===== config.mk =====
export PLATFORM = sky130hd
export DESIGN_NAME = pwr_gate_ctrl
export DESIGN_NICKNAME = d
export VERILOG_FILES = /design/src/rtl/pwr_gate_pkg.sv /design/src/rtl/pwr_lvl_sync.sv /design/src/rtl/pwr_mode_ctrl.sv /design/src/rtl/pwr_bod_gate.sv /design/src/rtl/pwr_gate_ctrl.sv
export SDC_FILE = /design/constraint.sdc
export NUM_CORES = 1
export LEC_CHECK = 0
export ABC_AREA = 1
export BUFFER_PORTS_ARGS = -buffer_cell sky130_fd_sc_hd__buf_2
export CORE_MARGIN = 2
export CORE_UTILIZATION = 30
export DETAILED_ROUTE_END_ITERATION = 10
export GPL_TIMING_DRIVEN = 0
export PLACE_DENSITY = 0.68
export REMOVE_ABC_BUFFERS = 1
export SYNTH_ARGS = -nofsm -noshare
export SYNTH_HDL_FRONTEND = slang
export SYNTH_HIERARCHICAL = 1
export SYNTH_SLANG_ARGS = --single-unit

===== constraint.sdc =====
create_clock -name clk_i -period 2 [get_ports clk_i]
set_input_delay 0.5 -clock clk_i [delete_from_list [all_inputs] [get_ports clk_i]]
set_output_delay 0.5 -clock clk_i [all_outputs]
set_load 0.02 [all_outputs]

===== src/rtl/pwr_gate_pkg.sv =====
package pwr_gate_pkg;
  typedef enum logic [1:0] {
    MODE_RUN  = 2'b00,
    MODE_IDLE = 2'b01,
    MODE_PD   = 2'b10,
    MODE_TPD  = 2'b11
  } mode_e;

  localparam int unsigned LVL_RST   = 0;
  localparam int unsigned LVL_IRQ   = 1;
  localparam int unsigned LVL_FLASH = 2;
  localparam int unsigned LVL_N     = 3;
endpackage


===== src/rtl/pwr_lvl_sync.sv =====
module pwr_lvl_sync #(
  parameter int unsigned WIDTH  = 3,
  parameter int unsigned STAGES = 2
) (
  input  logic             clk_i,
  input  logic             rst_ni,
  input  logic [WIDTH-1:0] d_i,
  output logic [WIDTH-1:0] q_o
);
  localparam int unsigned LAST = STAGES - 1;

  logic [STAGES-1:0][WIDTH-1:0] stg_q;

  always_ff @(posedge clk_i or negedge rst_ni) begin
    if (!rst_ni) stg_q[0] <= '0;
    else         stg_q[0] <= d_i;
  end

  for (genvar s = 1; s < STAGES; s++) begin : g_stage
    always_ff @(posedge clk_i or negedge rst_ni) begin
      if (!rst_ni) stg_q[s] <= '0;
      else         stg_q[s] <= stg_q[s-1];
    end
  end

  assign q_o = stg_q[LAST];
endmodule


===== src/rtl/pwr_mode_ctrl.sv =====
module pwr_mode_ctrl
  import pwr_gate_pkg::*;
(
  input  logic       clk_i,
  input  logic       rst_ni,
  input  logic       wr_i,
  input  logic [1:0] wdata_i,
  input  logic       wake_irq_i,
  input  logic       pd_wake_irq_i,
  input  logic       wake_rst_i,
  output mode_e      mode_o
);
  mode_e mode_q, mode_d;

  always_comb begin
    mode_d = mode_q;
    unique case (mode_q)
      MODE_RUN:  if (wr_i) mode_d = mode_e'(wdata_i);
      MODE_IDLE: if (wake_irq_i || wake_rst_i) mode_d = MODE_RUN;
      default:   if (pd_wake_irq_i || wake_rst_i) mode_d = MODE_RUN;
    endcase
  end

  always_ff @(posedge clk_i or negedge rst_ni) begin
    if (!rst_ni) mode_q <= MODE_RUN;
    else         mode_q <= mode_d;
  end

  assign mode_o = mode_q;


  leave_only_to_run_chk: assert property (@(posedge clk_i) disable iff (!rst_ni)
    (mode_q != MODE_RUN) |=> (mode_q == $past(mode_q) || mode_q == MODE_RUN));


  pd_ignores_plain_irq_chk: assert property (@(posedge clk_i) disable iff (!rst_ni)
    ((mode_q == MODE_PD || mode_q == MODE_TPD) && !pd_wake_irq_i && !wake_rst_i)
      |=> (mode_q == $past(mode_q)));
endmodule


===== src/rtl/pwr_bod_gate.sv =====
module pwr_bod_gate
  import pwr_gate_pkg::*;
(
  input  logic             clk_i,
  input  logic             rst_ni,
  input  mode_e            mode_i,
  input  logic [LVL_N-1:0] lvl_i,
  input  logic             irq_en_i,
  input  logic             irq_clr_i,
  input  logic             rc_sys_clk_i,
  input  logic             rtc_en_i,
  output logic             cpu_clk_en_o,
  output logic             osc_en_o,
  output logic             rc_osc_en_o,
  output logic             bod_en_o,
  output logic             cmp_en_o,
  output logic             rst_req_o,
  output logic             flash_inh_o,
  output logic             irq_flag_o
);
  logic awake;
  logic irq_set;
  logic irq_flag_q;

  assign awake        = (mode_i == MODE_RUN) || (mode_i == MODE_IDLE);
  assign cpu_clk_en_o = (mode_i == MODE_RUN);
  assign osc_en_o     = awake;
  assign rc_osc_en_o  = awake || (rc_sys_clk_i && rtc_en_i);
  assign bod_en_o     = (mode_i != MODE_TPD);
  assign cmp_en_o     = (mode_i != MODE_TPD);
  assign rst_req_o    = lvl_i[LVL_RST] && bod_en_o;
  assign flash_inh_o  = lvl_i[LVL_FLASH] && awake;

  assign irq_set = lvl_i[LVL_IRQ] && irq_en_i && bod_en_o;

  // set beats clear
  always_ff @(posedge clk_i or negedge rst_ni) begin
    if (!rst_ni)        irq_flag_q <= 1'b0;
    else if (irq_set)   irq_flag_q <= 1'b1;
    else if (irq_clr_i) irq_flag_q <= 1'b0;
  end

  assign irq_flag_o = irq_flag_q;


  cpu_needs_osc_chk: assert property (@(posedge clk_i) disable iff (!rst_ni)
    cpu_clk_en_o |-> osc_en_o);


  rst_req_needs_bod_chk: assert property (@(posedge clk_i) disable iff (!rst_ni)
    rst_req_o |-> bod_en_o);


  flash_inh_awake_chk: assert property (@(posedge clk_i) disable iff (!rst_ni)
    flash_inh_o |-> osc_en_o);


  irq_flag_sticky_chk: assert property (@(posedge clk_i) disable iff (!rst_ni)
    (irq_flag_q && !irq_clr_i) |=> irq_flag_q);


  irq_flag_set_chk: assert property (@(posedge clk_i) disable iff (!rst_ni)
    irq_set |=> irq_flag_q);
endmodule


===== src/rtl/pwr_gate_ctrl.sv =====
module pwr_gate_ctrl
  import pwr_gate_pkg::*;
#(
  parameter int unsigned SYNC_STAGES = 2,
  parameter int unsigned TRIP_W      = 2
) (
  input  logic              clk_i,
  input  logic              rst_ni,
  input  logic              mode_wr_i,
  input  logic [1:0]        mode_wdata_i,
  input  logic              wake_irq_i,
  input  logic              pd_wake_irq_i,
  input  logic              wake_rst_i,
  input  logic              bo_irq_en_i,
  input  logic              bo_irq_clr_i,
  input  logic              rc_sys_clk_i,
  input  logic              rtc_en_i,
  input  logic              bo_lvl_rst_i,
  input  logic              bo_lvl_irq_i,
  input  logic              bo_lvl_flash_i,
  input  logic [TRIP_W-1:0] bo_rst_trip_i,
  input  logic [TRIP_W-1:0] bo_irq_trip_i,
  output logic [1:0]        mode_o,
  output logic              cpu_clk_en_o,
  output logic              osc_en_o,
  output logic              rc_osc_en_o,
  output logic              bod_en_o,
  output logic              cmp_en_o,
  output logic              bo_rst_req_o,
  output logic              bo_irq_flag_o,
  output logic              bo_flash_inh_o,
  output logic [TRIP_W-1:0] bo_rst_trip_o,
  output logic [TRIP_W-1:0] bo_irq_trip_o
);
  logic [LVL_N-1:0] lvl_raw, lvl_sync;
  mode_e            mode;
  logic             rst_req;
  logic             any_rst;

  assign lvl_raw[LVL_RST]   = bo_lvl_rst_i;
  assign lvl_raw[LVL_IRQ]   = bo_lvl_irq_i;
  assign lvl_raw[LVL_FLASH] = bo_lvl_flash_i;

  pwr_lvl_sync #(.WIDTH(LVL_N), .STAGES(SYNC_STAGES)) i_sync (
    .clk_i  (clk_i),
    .rst_ni (rst_ni),
    .d_i    (lvl_raw),
    .q_o    (lvl_sync)
  );

  // a brownout reset ends Idle and Power-down like any other reset
  assign any_rst = wake_rst_i || rst_req;

  pwr_mode_ctrl i_mode (
    .clk_i         (clk_i),
    .rst_ni        (rst_ni),
    .wr_i          (mode_wr_i),
    .wdata_i       (mode_wdata_i),
    .wake_irq_i    (wake_irq_i),
    .pd_wake_irq_i (pd_wake_irq_i),
    .wake_rst_i    (any_rst),
    .mode_o        (mode)
  );

  pwr_bod_gate i_gate (
    .clk_i        (clk_i),
    .rst_ni       (rst_ni),
    .mode_i       (mode),
    .lvl_i        (lvl_sync),
    .irq_en_i     (bo_irq_en_i),
    .irq_clr_i    (bo_irq_clr_i),
    .rc_sys_clk_i (rc_sys_clk_i),
    .rtc_en_i     (rtc_en_i),
    .cpu_clk_en_o (cpu_clk_en_o),
    .osc_en_o     (osc_en_o),
    .rc_osc_en_o  (rc_osc_en_o),
    .bod_en_o     (bod_en_o),
    .cmp_en_o     (cmp_en_o),
    .rst_req_o    (rst_req),
    .flash_inh_o  (bo_flash_inh_o),
    .irq_flag_o   (bo_irq_flag_o)
  );

  assign mode_o        = mode;
  assign bo_rst_req_o  = rst_req;
  assign bo_rst_trip_o = bo_rst_trip_i;
  assign bo_irq_trip_o = bo_irq_trip_i;


  tpd_supervisors_off_chk: assert property (@(posedge clk_i) disable iff (!rst_ni)
    (mode_o == 2'b11) |-> (!bod_en_o && !cmp_en_o && !bo_rst_req_o));


  bo_rst_wakes_chk: assert property (@(posedge clk_i) disable iff (!rst_ni)
    (bo_rst_req_o && (mode_o == 2'b01 || mode_o == 2'b10)) |=> (mode_o == 2'b00));
endmodule


Word-level counts from Yosys, hierarchy flattened
Cells that the tools add are included.
Word-level totals
  bits in registers: 9
  word-level logic and storage cells: 28
  input port bits: 19
  output and inout port bits: 14
Cells by class
  equal/unequal tests: 4
  muxes and demuxes: 6
  reductions and logical operators: 14
Operators with widths (number)
  $mux 2: 3
  $ne 2x2->1 const B: 3
  $logic_and 1x1->1: 5
  $logic_or 1x1->1: 5
  $pmux 2 s2: 1
  $reduce_and 3->1: 1
  $reduce_bool 3->1: 1
  $eq 2x1->1 const B: 1
  $logic_not 2->1: 1
  $mux 1: 2
  $reduce_bool 2->1: 1

Longest topological paths before layout
  depth in word-level cells: 6
  mapped depth: 8
  gate-level depth less buffers: 8

Hierarchy
Netlist, hierarchy kept.
Modules (own cells, without submodules)
  pwr_lvl_sync: cells each 9, instances 1, area each 172.7 µm², seq. area each 150.1 µm²
  pwr_mode_ctrl: cells each 21, instances 1, area each 130.1 µm², seq. area each 50.0 µm²
  pwr_bod_gate: cells each 16, instances 1, area each 90.1 µm², seq. area each 25.0 µm²
  pwr_gate_ctrl: cells each 7, instances 1, area each 41.3 µm², seq. area each 0.0 µm²

Worst setup path before layout
No wires, ideal clock.
  path kind: reg-to-reg
  start: register i_mode.mode_q[1] (netlist: i_mode/mode_o[1])
  end: register i_mode.mode_q[0] (netlist: i_mode/mode_o[0])
  arrival: 1461 ps
  path slack: 421 ps
  data required time: 1883 ps
  path buffers: 0
  setup time: 117 ps
  cell stages (with the launch flop): 9
  period minus slack after synthesis: 1579 ps
  path through: dfrtp_1 > nand2_2 > and2_1 > inv_1 > nand2_1 > a21oi_1 > nand2_1 > nand3_1 > nand2_1
Between the ends
  word-level cells in the longest chain between the ends: 6
  elaborated cells on any way between the ends: 12
  those cells by class: eq/ne: 4; mux: 1; reduce/logical: 7
RTL lines
  start, declared: RTL line pwr_mode_ctrl.sv:13  | mode_e mode_q, mode_d;
  start signal, assigned: RTL line pwr_mode_ctrl.sv:26  | else mode_q <= mode_d;
  $ne 2x2->1 (*): RTL line pwr_bod_gate.sv:29  | assign bod_en_o = (mode_i != MODE_TPD);
  named net bod_en_o: RTL line pwr_gate_ctrl.sv:27  | output logic bod_en_o,
  $logic_and 1x1->1 (*): RTL line pwr_bod_gate.sv:31  | assign rst_req_o = lvl_i[LVL_RST] && bod_en_o;
  named net bo_rst_req_o: RTL line pwr_gate_ctrl.sv:29  | output logic bo_rst_req_o,
  $logic_or 1x1->1 (*): RTL line pwr_gate_ctrl.sv:52  | assign any_rst = wake_rst_i || rst_req;
  named net any_rst: RTL line pwr_gate_ctrl.sv:38  | logic any_rst;
  $logic_or 1x1->1 (on tied branches): RTL line pwr_mode_ctrl.sv:19, pwr_mode_ctrl.sv:20
  $ne 2x2->1 (no line) or $reduce_bool 3->1 (tied branches)
  $reduce_and 3->1 (no line) (*)
Mark *: on every way through the listed nets, which the timed path passes. The rest lies on a longest branch.
A chain may end at the register's enable or synchronous reset.

Worst setup path in the final report
  start: register i_mode.mode_q[1] (netlist: i_mode/mode_o[1])
  end: output port bo_rst_req_o
Between the ends
  word-level cells in the longest chain between the ends: 2
RTL lines (RTL line)
  $ne 2x2->1: pwr_bod_gate.sv:29
  $logic_and 1x1->1: pwr_bod_gate.sv:31
  end, declared: pwr_gate_ctrl.sv:29
Every way passes these cells.

==> summary by stage <==
Status
The run finished with clean final reports.

GRT
The global-route usage over all layers is 0.0819. The pin count of the biggest net entering global routing is 10. The wire length of the first global-routing pass is 1.07 mm.

The number of global-route vias before repair is 294. For this run the aggregate overflow at the end of global routing stands at 0. The number of antenna violations at the first check in global routing is 0.

Critical path
In this design, the stage delay of the slowest critical-path cell is 0.49 ns. The cell family contributing the most delay on the critical path is flip-flops. The buffering stage count on the worst path with inverters included is 1. The worst reg2reg path endpoint is i_mode/mode_o[0]. The critical path is of the reg2out type. The slowest stage cell on the critical path is sky130_fd_sc_hd__dfrtp_1.

The critical path endpoint category is a primary output. The startpoint of the worst-slack reg-to-reg timing path is i_mode/mode_o[1]. Data on the critical path is required at its endpoint by 1.50 ns. The critical path goes through nand2_2 -> and2_1 -> buf_2. The logic depth of the worst register-to-register path is 8. In this run the worst path has a maximum fanout of 9.

For flop-to-flop paths, the worst setup slack is around 0.60 ns. The kind of start point of the critical path is a flip-flop. Tracing the worst setup path back leads to its startpoint at i_mode/mode_o[1]. STA puts the critical path data arrival time at between 1 and 1.5 ns. The critical path endpoint is bo_rst_req_o. The critical path crosses 3 cells after its start point.

STA
Adding up every negative setup slack in the final design gives 0 ns. The upper clock frequency limit is slightly above 0.6 GHz. Setup violations remaining at the end of the flow were counted as 0. The final number of hold-violating endpoints is 0.

The final count of pins violating max slew is 0. In the finished design, the share of the clock period the worst path needs comes to 0.825. The worst-case clock skew is 0.000674 ns. The slew at the pin closest to its max-slew limit is roughly 0.26 ns. Setup repair after global routing left no endpoint under its margin.

Headroom to the max-slew limit came out at 0.825. After layout, the worst setup slack is between 0.3 and 0.4 ns. Counting I/O delays and the setup requirement, the final critical path takes about 1.7 ns.

Floorplanning
The core region is 1330 µm². The die height is 42.0 µm. After floorplanning, the core was divided into 13 placement rows. The number of ports placed on the die boundary is 33.

The area enclosed by the die boundary is about 1800 µm². The starting density of the core is 0.326. The die extent in x is 42.0 µm.

Power
The design draws 642 µW. The relative contribution of the clock network to total power is 0.209. The share of total power dissipated in sequential elements is 0.382. The analysis attributes to cell leakage a power of 0.000328 µW. The net switching power is 266 µW. VDD sags by at most 0.433 mV.

The internal power is 376 µW. The logic gate share of total power is 0.409. Dividing total power by cell area gives a power density of 1190 nW/µm². Of the total power, the share spent switching nets is 0.414.

Routing
Wire segments on met2 add up to 321 µm in the final route. In this run, the number of DRC markers left after iteration 0 of detailed routing was 1. The sum of routed wire segments on met1 is 275 µm. The count of nets left with antenna violations once routing finished came out at 0. The total wire length is 665 µm. The wire length per cell is about 7.6 µm. The first detailed-routing pass ran for 3 iterations. The wire length on met3 is 68 µm. The final route contains 354 vias.

After detailed routing, the number of remaining DRC violations is 0. After detailed routing, the number of vias per cell comes to 4.02. The uppermost metal layer occupied by signal nets is met3.

Logic synthesis
Synthesis instantiated 10 different standard cells from the library. Counting flops and latches in the post-synthesis netlist gives 9. The cell count after synthesis came out at 53. The mapped netlist covers 434 µm². The warning count from the yosys run is 6. A synthesized cell averages roughly 8.2 µm². The leading area contributor after synthesis is sky130_fd_sc_hd__dfrtp_1. Of the synthesized area, sequential elements account for 0.519. The top cell type's share of synthesized area is 0.519. Sorting the synthesized cells by area gives the leading types as sky130_fd_sc_hd__dfrtp_1 (52%), sky130_fd_sc_hd__buf_4 (14%), sky130_fd_sc_hd__nand2_1 (12%).

Layout
The growth of design area from synthesis to finish is 24.2%. Leaving out fill and tap cells, the most frequent cell in the layout is sky130_fd_sc_hd__buf_2. The number of antenna diodes in the final layout is 0. The library cells used most frequently in the layout, excluding fill and tap cells, are sky130_fd_sc_hd__buf_2 (24), sky130_fd_sc_hd__nand2_1 (14), sky130_fd_sc_hd__inv_1 (11). The net count of the finished layout is 93. The share of cells above drive strength 1 is 0.384.

Clocking
In this run, CTS created clock tree buffers numbering 3. The clock-pin transition on the worst setup and hold timing paths is 0.06 ns. The clock tree from TritonCTS is built.

The number of hold-repair buffers added at the cts stage is 0. The clock passes through at most 2 buffers. The quantity of gates resized following cts is 0. The clock root buffer is sky130_fd_sc_hd__clkbuf_4. The CTS sink count is 9. The number of H-tree levels is 1. The later pin in the worst-skew pair is clocked with a latency of 0.25 ns. The number of setup buffers added after CTS is 0.

Place
After legalization and detailed placement, the total HPWL measured 535 µm. The post-placement setup slack is 0.589 ns. Routability-driven placement finished with a final weighted congestion of 0.667. The number of input and output port buffers inserted is 24.

Run
Across the run, the number of max-cap violations was 0.

Worst hold path
The worst hold-check path type is in2async.
## cells in the mapped netlist, drive strengths merged
cell,count
and2,1
a21oi,1
nand3b,1
nand3,3
dfrtp,9
nor2,4
nand2,15
inv,11
buf,8
## area by class of cell
| cell class | instances | area (µm²) |
|---|---|---|
| Clock buffer | 4 | 26.3 |
| Tap cell | 15 | 18.8 |
| Inverter | 11 | 41.3 |
| Sequential cell | 9 | 225 |
| Multi-Input combinational cell | 25 | 108 |
| Fill cell | 142 | 795 |
| Timing Repair Buffer | 24 | 120 |
## per-stage QoR
step / hold slack [ns] / utilization / cell area (µm²) / instances
detailed placement: 0.335 / 0.385 / 513 / 84
global placement: 0.333 / 0.385 / 513 / 84
CTS: 0.0783 / 0.404 / 539 / 88
floorplan: 0.204 / - / 374 / 45
finish: 0.0810 / 0.404 / 539 / 88
global route: 0.0761 / 0.404 / 539 / 88
## power groups by stage
stage          Clock, µW  Sequential (µW)  Combinational [µW]
2_1_floorplan          0              270                 149
6_report             134              245                 263
3_5_place_dp           0              249                 266
3_3_place_gp           0              249                 261
5_1_grt              152              250                 291
4_1_cts              140              246                 266
## layer usage
metal	up-vias	track usage
met5	-	0
met3	0	0.0388
met2	16	0.125
met4	0	0.0750
li1	185	-
met1	153	0.0813
## how the worst min path moves through the flow
| stage | slack [ns] | end | depth (start not counted) | startpoint |
|---|---|---|---|---|
| CTS | 0.08 | i_sync/stg_q[2] | 1 | rst_ni |
| global route | 0.08 | i_sync/stg_q[2] | 1 | rst_ni |
| floorplan | 0.20 | i_gate/irq_flag_o | 0 | rst_ni |
| global placement | 0.33 | i_sync/q_o[1] | 0 | i_sync/stg_q[1] |
| detailed placement | 0.33 | i_sync/q_o[0] | 0 | i_sync/stg_q[0] |
| finish | 0.08 | i_sync/stg_q[2] | 1 | rst_ni |
## cell families after synthesis
family	synth area share
simple gates	0.236
compound gates	0.0115
flops	0.519
buf+inv	0.233
## flip-flops by register name, summed over array words and instances, names as in the netlist
signal and count:
i_sync/q_o 3, i_sync/stg_q 3, i_mode/mode_o 2, i_gate/irq_flag_o 1
(Power assumes the default switching activity.)
